[src/rtl/lpc_io_pkg.sv]
// Shared constants and phase encoding for the LPC I/O target.
// Assumes a 4-bit LAD bus, 16-bit I/O addresses and byte-wide data.
package lpc_io_pkg;

    localparam int NIB_W  = 4;
    localparam int ADDR_W = 16;
    localparam int DATA_W = 8;

    localparam logic [NIB_W-1:0] NIB_START  = 4'b0000;
    localparam logic [NIB_W-1:0] CT_IO_RD   = 4'b0000;
    localparam logic [NIB_W-1:0] CT_IO_WR   = 4'b0010;
    localparam logic [NIB_W-1:0] SYNC_OK    = 4'b0000;
    localparam logic [NIB_W-1:0] SYNC_SHORT = 4'b0101;
    localparam logic [NIB_W-1:0] SYNC_LONG  = 4'b0110;
    localparam logic [NIB_W-1:0] SYNC_ERR   = 4'b1010;
    localparam logic [NIB_W-1:0] NIB_TAR    = 4'b1111;

    typedef enum logic [3:0] {
        PH_IDLE,
        PH_CTYP,
        PH_ADDR,
        PH_WDAT,
        PH_HTAR,
        PH_SYNC,
        PH_SFIN,
        PH_RDAT,
        PH_TTAR,
        PH_SKIP
    } lpc_phase_e;

endpackage

[src/rtl/lpc_io_collect.sv]
// Nibble collector: shifts address nibbles in most significant first and
// data nibbles in least significant first.
// Assumes the controller raises exactly one enable per nibble clock.
module lpc_io_collect #(
    parameter int AW = 16,
    parameter int DW = 8,
    parameter int NW = 4
) (
    input  logic          clk,
    input  logic          rst_n,
    input  logic          addr_en,
    input  logic          data_en,
    input  logic [NW-1:0] nib,
    output logic [AW-1:0] addr_q,
    output logic [DW-1:0] data_q
);

    // Address shift register, new nibble enters at the bottom.
    always_ff @(posedge clk) begin
        if (!rst_n) begin
            addr_q <= '0;
        end else if (addr_en) begin
            addr_q <= {addr_q[AW-NW-1:0], nib};
        end
    end

    // Data shift register, new nibble enters at the top.
    always_ff @(posedge clk) begin
        if (!rst_n) begin
            data_q <= '0;
        end else if (data_en) begin
            data_q <= {nib, data_q[DW-1:NW]};
        end
    end

endmodule

[src/rtl/lpc_io_sync_gen.sv]
// Wait-code generator: counts clocks spent in wait SYNC and selects the
// short or long wait code. Assumes active is high only during wait SYNC.
module lpc_io_sync_gen
    import lpc_io_pkg::*;
#(
    parameter int LONG_WAIT = 4
) (
    input  logic             clk,
    input  logic             rst_n,
    input  logic             active,
    output logic [NIB_W-1:0] wait_code
);

    localparam int CW = $clog2(LONG_WAIT + 1);
    localparam logic [CW-1:0] CNT_TOP = CW'(LONG_WAIT);

    logic [CW-1:0] cnt_q;

    // Saturating count of wait clocks, cleared outside wait SYNC.
    always_ff @(posedge clk) begin
        if (!rst_n || !active) begin
            cnt_q <= '0;
        end else if (cnt_q != CNT_TOP) begin
            cnt_q <= cnt_q + 1'b1;
        end
    end

    assign wait_code = (cnt_q == CNT_TOP) ? SYNC_LONG : SYNC_SHORT;

endmodule

[src/rtl/lpc_io_lad_mux.sv]
// LAD drive selector: chooses the nibble and the enable for the current
// phase. Pure decode of registered state, no storage.
module lpc_io_lad_mux
    import lpc_io_pkg::*;
(
    input  lpc_phase_e        phase,
    input  logic              idx0,
    input  logic              err,
    input  logic [DATA_W-1:0] rdata,
    input  logic [NIB_W-1:0]  wait_code,
    output logic [NIB_W-1:0]  drv_nib,
    output logic              drv_en
);

    // Phase-to-nibble decode.
    always_comb begin
        drv_nib = NIB_TAR;
        drv_en  = 1'b0;
        unique case (phase)
            PH_SYNC: begin
                drv_nib = wait_code;
                drv_en  = 1'b1;
            end
            PH_SFIN: begin
                drv_nib = err ? SYNC_ERR : SYNC_OK;
                drv_en  = 1'b1;
            end
            PH_RDAT: begin
                drv_nib = idx0 ? rdata[DATA_W-1:NIB_W] : rdata[NIB_W-1:0];
                drv_en  = 1'b1;
            end
            PH_TTAR: begin
                drv_nib = NIB_TAR;
                drv_en  = !idx0;
            end
            default: begin
                drv_nib = NIB_TAR;
                drv_en  = 1'b0;
            end
        endcase
    end

endmodule

[src/rtl/lpc_io_target.sv]
// LPC I/O target: decodes single-byte I/O read and write cycles aimed at a
// base window, runs the local port handshake, drives SYNC and turnarounds.
// Assumes frame_n and lad_in are synchronous to clk; reset is synchronous
// and active low; the LAD enable is also gated directly by reset.
module lpc_io_target
    import lpc_io_pkg::*;
#(
    parameter int WIN_BITS  = 3,
    parameter int LONG_WAIT = 4
) (
    input  logic        clk,
    input  logic        rst_n,
    input  logic        frame_n,
    input  logic [3:0]  lad_in,
    output logic [3:0]  lad_out,
    output logic        lad_oe,
    output logic        dreq_n,
    input  logic [15:0] cfg_base,
    output logic        loc_rd,
    output logic        loc_wr,
    output logic [15:0] loc_addr,
    output logic [7:0]  loc_wdata,
    input  logic [7:0]  loc_rdata,
    input  logic        loc_ready,
    input  logic        loc_err
);

    localparam int ADDR_NIBS = ADDR_W / NIB_W;
    localparam int DATA_NIBS = DATA_W / NIB_W;
    localparam int IDX_W     = $clog2(ADDR_NIBS);
    localparam logic [IDX_W-1:0] ADDR_LAST = IDX_W'(ADDR_NIBS - 1);
    localparam logic [IDX_W-1:0] DATA_LAST = IDX_W'(DATA_NIBS - 1);
    localparam logic [IDX_W-1:0] TAR_LAST  = IDX_W'(1);
    localparam logic [ADDR_W-1:0] HIT_MASK = {ADDR_W{1'b1}} << WIN_BITS;

    lpc_phase_e        phase_q, phase_d;
    logic [IDX_W-1:0]  idx_q, idx_d;
    logic              is_wr_q, is_wr_d;
    logic              err_q, err_d;
    logic [DATA_W-1:0] rdata_q, rdata_d;
    logic [ADDR_W-1:0] addr_q;
    logic [ADDR_W-1:0] addr_full;
    logic [DATA_W-1:0] wdata_q;
    logic              addr_hit;
    logic              enter_sync;
    logic              sync_phase;
    logic [NIB_W-1:0]  wait_code;
    logic [NIB_W-1:0]  drv_nib;
    logic              drv_en;

    assign addr_full  = {addr_q[ADDR_W-NIB_W-1:0], lad_in};
    assign addr_hit   = ((addr_full ^ cfg_base) & HIT_MASK) == '0;
    assign enter_sync = frame_n && (phase_q == PH_HTAR) && (idx_q == TAR_LAST);
    assign sync_phase = (phase_q == PH_SYNC);

    lpc_io_collect #(
        .AW (ADDR_W),
        .DW (DATA_W),
        .NW (NIB_W)
    ) u_collect (
        .clk     (clk),
        .rst_n   (rst_n),
        .addr_en (frame_n && (phase_q == PH_ADDR)),
        .data_en (frame_n && (phase_q == PH_WDAT)),
        .nib     (lad_in),
        .addr_q  (addr_q),
        .data_q  (wdata_q)
    );

    lpc_io_sync_gen #(
        .LONG_WAIT (LONG_WAIT)
    ) u_sync (
        .clk       (clk),
        .rst_n     (rst_n),
        .active    (sync_phase),
        .wait_code (wait_code)
    );

    lpc_io_lad_mux u_mux (
        .phase     (phase_q),
        .idx0      (idx_q[0]),
        .err       (err_q),
        .rdata     (rdata_q),
        .wait_code (wait_code),
        .drv_nib   (drv_nib),
        .drv_en    (drv_en)
    );

    // Next-phase logic; a low frame always restarts or aborts.
    always_comb begin
        phase_d = phase_q;
        idx_d   = idx_q;
        is_wr_d = is_wr_q;
        err_d   = err_q;
        rdata_d = rdata_q;
        if (!frame_n) begin
            phase_d = (lad_in == NIB_START) ? PH_CTYP : PH_IDLE;
            idx_d   = '0;
        end else begin
            unique case (phase_q)
                PH_CTYP: begin
                    if (lad_in == CT_IO_RD) begin
                        phase_d = PH_ADDR;
                        is_wr_d = 1'b0;
                    end else if (lad_in == CT_IO_WR) begin
                        phase_d = PH_ADDR;
                        is_wr_d = 1'b1;
                    end else begin
                        phase_d = PH_SKIP;
                    end
                end
                PH_ADDR: begin
                    if (idx_q == ADDR_LAST) begin
                        idx_d = '0;
                        if (!addr_hit)    phase_d = PH_SKIP;
                        else if (is_wr_q) phase_d = PH_WDAT;
                        else              phase_d = PH_HTAR;
                    end else begin
                        idx_d = idx_q + 1'b1;
                    end
                end
                PH_WDAT: begin
                    if (idx_q == DATA_LAST) begin
                        idx_d   = '0;
                        phase_d = PH_HTAR;
                    end else begin
                        idx_d = idx_q + 1'b1;
                    end
                end
                PH_HTAR: begin
                    if (idx_q == TAR_LAST) begin
                        idx_d   = '0;
                        phase_d = PH_SYNC;
                    end else begin
                        idx_d = idx_q + 1'b1;
                    end
                end
                PH_SYNC: begin
                    if (loc_ready || loc_err) begin
                        phase_d = PH_SFIN;
                        err_d   = loc_err;
                        rdata_d = loc_err ? {DATA_W{1'b1}} : loc_rdata;
                    end
                end
                PH_SFIN: begin
                    idx_d   = '0;
                    phase_d = is_wr_q ? PH_TTAR : PH_RDAT;
                end
                PH_RDAT: begin
                    if (idx_q == DATA_LAST) begin
                        idx_d   = '0;
                        phase_d = PH_TTAR;
                    end else begin
                        idx_d = idx_q + 1'b1;
                    end
                end
                PH_TTAR: begin
                    if (idx_q == TAR_LAST) begin
                        idx_d   = '0;
                        phase_d = PH_IDLE;
                    end else begin
                        idx_d = idx_q + 1'b1;
                    end
                end
                default: begin
                    phase_d = phase_q;
                end
            endcase
        end
    end

    // Phase, counter and captured-result registers.
    always_ff @(posedge clk) begin
        if (!rst_n) begin
            phase_q <= PH_IDLE;
            idx_q   <= '0;
            is_wr_q <= 1'b0;
            err_q   <= 1'b0;
            rdata_q <= '0;
        end else begin
            phase_q <= phase_d;
            idx_q   <= idx_d;
            is_wr_q <= is_wr_d;
            err_q   <= err_d;
            rdata_q <= rdata_d;
        end
    end

    // One-clock local strobes, raised together with the first wait SYNC.
    always_ff @(posedge clk) begin
        if (!rst_n) begin
            loc_rd <= 1'b0;
            loc_wr <= 1'b0;
        end else begin
            loc_rd <= enter_sync && !is_wr_q;
            loc_wr <= enter_sync && is_wr_q;
        end
    end

    assign loc_addr  = addr_q;
    assign loc_wdata = wdata_q;
    assign lad_out   = drv_nib;
    assign lad_oe    = rst_n && drv_en;
    assign dreq_n    = 1'b1;

endmodule

[config.mk]
export PLATFORM = sky130hd
export DESIGN_NAME = lpc_io_target
export DESIGN_NICKNAME = d
export VERILOG_FILES = /design/src/rtl/lpc_io_pkg.sv /design/src/rtl/lpc_io_collect.sv /design/src/rtl/lpc_io_sync_gen.sv /design/src/rtl/lpc_io_lad_mux.sv /design/src/rtl/lpc_io_target.sv
export SDC_FILE = /design/constraint.sdc
export NUM_CORES = 1
export LEC_CHECK = 0
export BUFFER_PORTS_ARGS = -buffer_cell sky130_fd_sc_hd__buf_4
export CORE_ASPECT_RATIO = 1.75
export CORE_UTILIZATION = 40
export CTS_CLUSTER_DIAMETER = 30
export DETAILED_ROUTE_END_ITERATION = 16
export PLACE_DENSITY = 0.62
export SLEW_MARGIN = 20
export SYNTH_ARGS = -nofsm -noshare
export SYNTH_HDL_FRONTEND = slang
export SYNTH_SLANG_ARGS = --single-unit
export TNS_END_PERCENT = 30
[constraint.sdc]
create_clock -name clk -period 3.9 [get_ports clk]
set_clock_uncertainty 0.1 [all_clocks]
set_input_delay 0.39 -clock clk [delete_from_list [all_inputs] [get_ports clk]]
set_output_delay 0.39 -clock clk [all_outputs]
set_load 0.1 [all_outputs]
# == After elaboration in Yosys (flattened, before gate mapping) ==
# Index checks and enable logic that the tools add are counted.
# classes
addsub,2
bitwise_logic,1
n_mux,25
n_reduce_logical,23
n_eq_ne,20
# ops
op,count
$mux 4,13
$pmux 4 s8,1
$eq 4x3->1 const B,4
$logic_not 16->1,1
$xor 16x16->16,1
$eq 4x2->1 const B,3
$ne 3x3->1 const B,4
$pmux 4 s3,1
$ne 3x2->1 const B,3
$ne 9x1->1 const B,1
$mux 8,1
$logic_and 1x1->1,7
$reduce_and 7->1,1
$mux 2,3
$pmux 2 s3,1
$reduce_and 3->1,2
$eq 4x1->1 const B,1
$eq 4x4->1 const B,1
$logic_not 1->1,4
$logic_not 4->1,1
$reduce_or 4->1,1
$add 3x1->3 const B,1
$eq 3x3->1 const B,1
$mux 1,3
other kinds (10),11
# totals
register_bits,45
output_inout_bits,32

# == Depth between registers and ports, before layout ==
# logic_depth
ltp_word,6
depth_mapped,7
ltp_nobuf,7

# == Cells and area by module ==
# A second synthesis with hierarchy kept.
# hier_totals
hier_cells,297
area_unflattened_um2,2646.3
# by_module_without_submodules
mod,area_each_um2,cells_each,seq_area_each_um2,instances
lpc_io_target,1366.3,171,360.3,1
lpc_io_collect,917.1,77,480.5,1
lpc_io_sync_gen,191.4,23,60.1,1
lpc_io_lad_mux,171.4,26,0.0,1

# == Worst setup path after synthesis ==
# Ideal clock, no wire load.
# synth_path
path_type,register to output
startpoint,register phase_q[1]
endpoint,output port lad_out[0]
n_path_buf,3
t_arrival_ns,3.175
path_stages_with_launch,6
required_ns,3.410
slack_ns,0.235
cell_sequence,dfxtp_1 > buf_2 > clkbuf_1 > clkbuf_1 > nor3b_1 > o21ai_0
# synth_via
elab_chain_len,2
word_cells_on_any_way,4
classes_between,eq/ne (3); mux (1)
# synth_lines
element,line_no,text
start: declaration,lpc_io_target.sv:36,"lpc_phase_e phase_q, phase_d;"
start signal: assignment,lpc_io_target.sv:181,phase_q <= phase_d;
$eq 4x3->1,lpc_io_lad_mux.sv:19,unique case (phase)
$pmux 4 s3 (*),lpc_io_lad_mux.sv:19,
end: declaration,lpc_io_target.sv:15,"output logic [3:0] lad_out,"
# Mark *: on every way between the ends. The rest lies on a longest branch, timed or not.

# == Final worst setup path ==
# layout_path
startpoint,register phase_q[3]
endpoint,output port lad_oe
# layout_via
elab_chain_len,4
word_cells_on_any_way,7
classes_between,eq/ne (4); mux (1); reduce/logical (2)
# layout_lines
element,line_no,text
$eq 4x3->1,lpc_io_lad_mux.sv:19,
$reduce_or 3->1 (no line),-,
$pmux 1 s2 (*),lpc_io_lad_mux.sv:19,
$logic_and 1x1->1 (*),lpc_io_target.sv:203,assign lad_oe = rst_n && drv_en;
end: declaration,lpc_io_target.sv:16,"output logic lad_oe,"
# Marked as above.

==> key figures <==
Status
  • Status: complete, no violations

Power
  • Lkg Pwr: 1.29 nW
  • Sequential power share: 50.9%
  • Clk network pwr share: 36.2%
  • Peak supply drop: 0.199 mV
  • Internal Power: 0.706 mW
  • PwrDens: 312 mW/mm^2
  • Pwr Total: 0.945 mW
  • Net Sw Frac: 25.4%
  • Gate power share: 12.9%
  • Net Switching: 0.240 mW

Finish
  • # diodes: 0
  • Post-layout util: 51.6%
  • Commonest non-fill, non-tap cell in the layout: buf_4
  • Share of cells above drive strength 1: 23.2%
  • Most frequent cells in the layout: buf_4 (62), nand2_1 (57), dfxtp_1 (45)
  • Area grow syn2layout: 23.4%
  • Non-Filler Instances: 423
  • Finished Cell Area: 0.00303 mm^2
  • Final nets: 383

Routing
  • Mean number of vias per cell: 5.24
  • DRC: 0
  • WL final: 5690 um
  • Vias: 2217
  • Initial DRC count: 74
  • DRT Pass-1 Iters: 4
  • WL per Instance: 13.5 um
  • Post-route ant nets: 0

Clocking
  • Clock latency on the worst-skew pair: 0.30 ns
  • PostCTS Resize Cnt: 0
  • CTS tree: done
  • Total CTS buffers: 5
  • Setup repair bufs after CTS: 0
  • Root buf cell: clkbuf_8
  • Clock buffer depth: 2
  • CTS clk-pin slew, worst paths: 0.09 ns
  • H-tree lvl count: 2
  • Post-cts hold buffer count: 0
  • # clock sinks: 45

Hold path
  • Cell depth of the worst hold path: 3
  • Hold EP: u_collect.addr_q[0]
  • Worst hold-check path type: in -> reg
  • Hold_sp: lad_in[0]

Setup path
  • Worst path cell trace: or4b_1 > o21ai_0 > and2_1 > buf_4
  • CP Data Required Time: 3.41 ns
  • CP max stage cell: dfxtp_1
  • Setup crit end kind: primary output
  • Reg2Reg Launch Point: phase_q[1]
  • CP Class: reg -> out
  • Register-to-Register Path Depth: 6
  • Critical Path AT: 2.31 ns
  • Crit path launch type: flop
  • Flop-to-flop setup slack: 1.42 ns
  • R2R Path End: phase_q[2]
  • CP Max Fanout: 15
  • Worst path max stage delay: 0.69 ns

Yosys
  • Warnings, synthesis: 0
  • Post-Syn Instances: 297
  • Main synth FF type: dfxtp_1
  • Mean Syn Cell Area: 8.27 um^2
  • Post-synthesis sequential area ratio: 36.7%
  • Asr flop ratio synth: 0%
  • Synth Register Bits: 45
  • Cell Area, Synth: 0.00246 mm^2
  • Unique cell type count in the Yosys netlist: 55
  • Syn nets: 335
  • EDFF count, synth: 0

GRT
  • Congestion Overflow GR: 0
  • Vias in the first global route: 2018
  • Initial antenna violation count: 0
  • First-pass GRT wire length: 9320 um
  • Overall Global Routing Usage: 19.0%
  • Pin count of the biggest net entering global routing: 42

Floorplan
  • # rows: 37
  • Starting Density: 41.8%
  • Die Wd: 61.3 um
  • Die area: 0.00647 mm^2
  • Core Region: 0.00588 mm^2
  • Die H: 106 um
  • Ports: 65

Place
  • Placed Cells: 416
  • Hpwl dp: 4060 um
  • Area after DPL: 0.00293 mm^2
  • GPL Wtd Cong: 0.875
  • Worst Setup Slack post-DPL: 1.41 ns
  • # port buffers: 60

STA
  • Final Hold Viols: 0
  • Slew Limit Fails: 0
  • Slew @ Worst Pin: 0.896 ns
  • Final period util: 71.8%
  • Max frequency: 357 MHz
  • Final setup margin: 1.10 ns
  • Setup TNS Final: 0 ns
  • RSZ-0062 raised after global routing: false
  • Worst hold slack: 0.250 ns
  • Endpoints failing setup: 0
  • Period minus WS final: 2.80 ns
  • Max_slew headroom: 40.0%

Run
  • Max-cap viol count: 0
## synthesized netlist by cell type, types with 3 or more instances
library cell	count	area share, %
a21boi_0	8	2.4
a21boi_1	10	3.1
a21oi_1	7	1.4
and2_1	5	1.3
buf_2	8	1.6
clkbuf_1	12	1.8
dfxtp_1	45	37
ha_1	5	2.5
inv_1	8	1.2
mux2_2	3	1.4
mux2i_1	11	4.5
nand2_1	57	8.7
nand2b_1	6	1.5
nand3_1	4	0.81
nor2_1	19	2.9
nor2b_1	12	3.1
nor3_1	5	1.0
nor4_1	3	0.76
o211a_1	9	3.7
o21ai_0	8	1.6
xor2_1	14	5.0
## cell type report
cell class                      instances  area, um^2
Inverter                                8        30.0
Timing Repair Buffer                   62         465
Sequential cell                        45         901
Clock inverter                          2        35.0
Clock buffer                            5        68.8
Multi-Input combinational cell        223        1430
Tap cell                               78        97.6
Fill cell                             608        2850
## per-layer routing
layer  vias up  wire length, um  GRT usage (%)
met1      1042             2320           21.8
met5         -                0              0
met3         8              254           3.56
li1       1104                -              -
met2        63             3030           32.8
met4         0               86           7.47
## registers in the layout, indices dropped and copies added, names as in the netlist
signal            cells
is_wr_q               1
rdata_q               8
u_collect.data_q      8
loc_rd                1
loc_wr                1
u_sync.cnt_q          3
err_q                 1
phase_q               4
idx_q                 2
u_collect.addr_q     16
## power groups by stage
stage	combinational [mW]	clock, mW	sequential (mW)
finish	0.122	0.342	0.481
global route	0.134	0.376	0.483
CTS	0.123	0.351	0.481
detailed placement	0.123	0	0.492
global placement	0.122	0	0.491
floorplan	0.0878	0	0.485
## cells by family after synthesis
group | after synthesis | synth area share [%]
AO/OA/AOI/OAI | 62 | 19.6
adder cells (fa/ha/maj) | 5 | 2.55
XOR/XNOR | 15 | 5.35
flip-flops | 45 | 36.7
multiplexers | 14 | 5.86
other | 1 | 0.153
AND/OR/NAND/NOR | 126 | 24.8
buffers and inverters | 29 | 4.99
## worst max-delay path by stage
stage / start / to / slack, ns / cells past startpoint
global route: phase_q[3] / lad_oe / 0.99 / 4
detailed placement: phase_q[3] / lad_oe / 1.41 / 4
floorplan: phase_q[1] / lad_out[0] / 0.24 / 5
finish: phase_q[3] / lad_oe / 1.10 / 4
CTS: phase_q[3] / lad_oe / 1.07 / 4
global placement: phase_q[3] / lad_oe / 1.43 / 4
## worst max-delay path: cells and delay by family (launching register included)
| kind | cells | cell delay (ns) |
|---|---|---|
| compound gates | 1 | 0.22 |
| buf+inv | 1 | 0.28 |
| flops | 1 | 0.69 |
| simple gates | 2 | 0.80 |
Power figures use the tool's default switching activity.
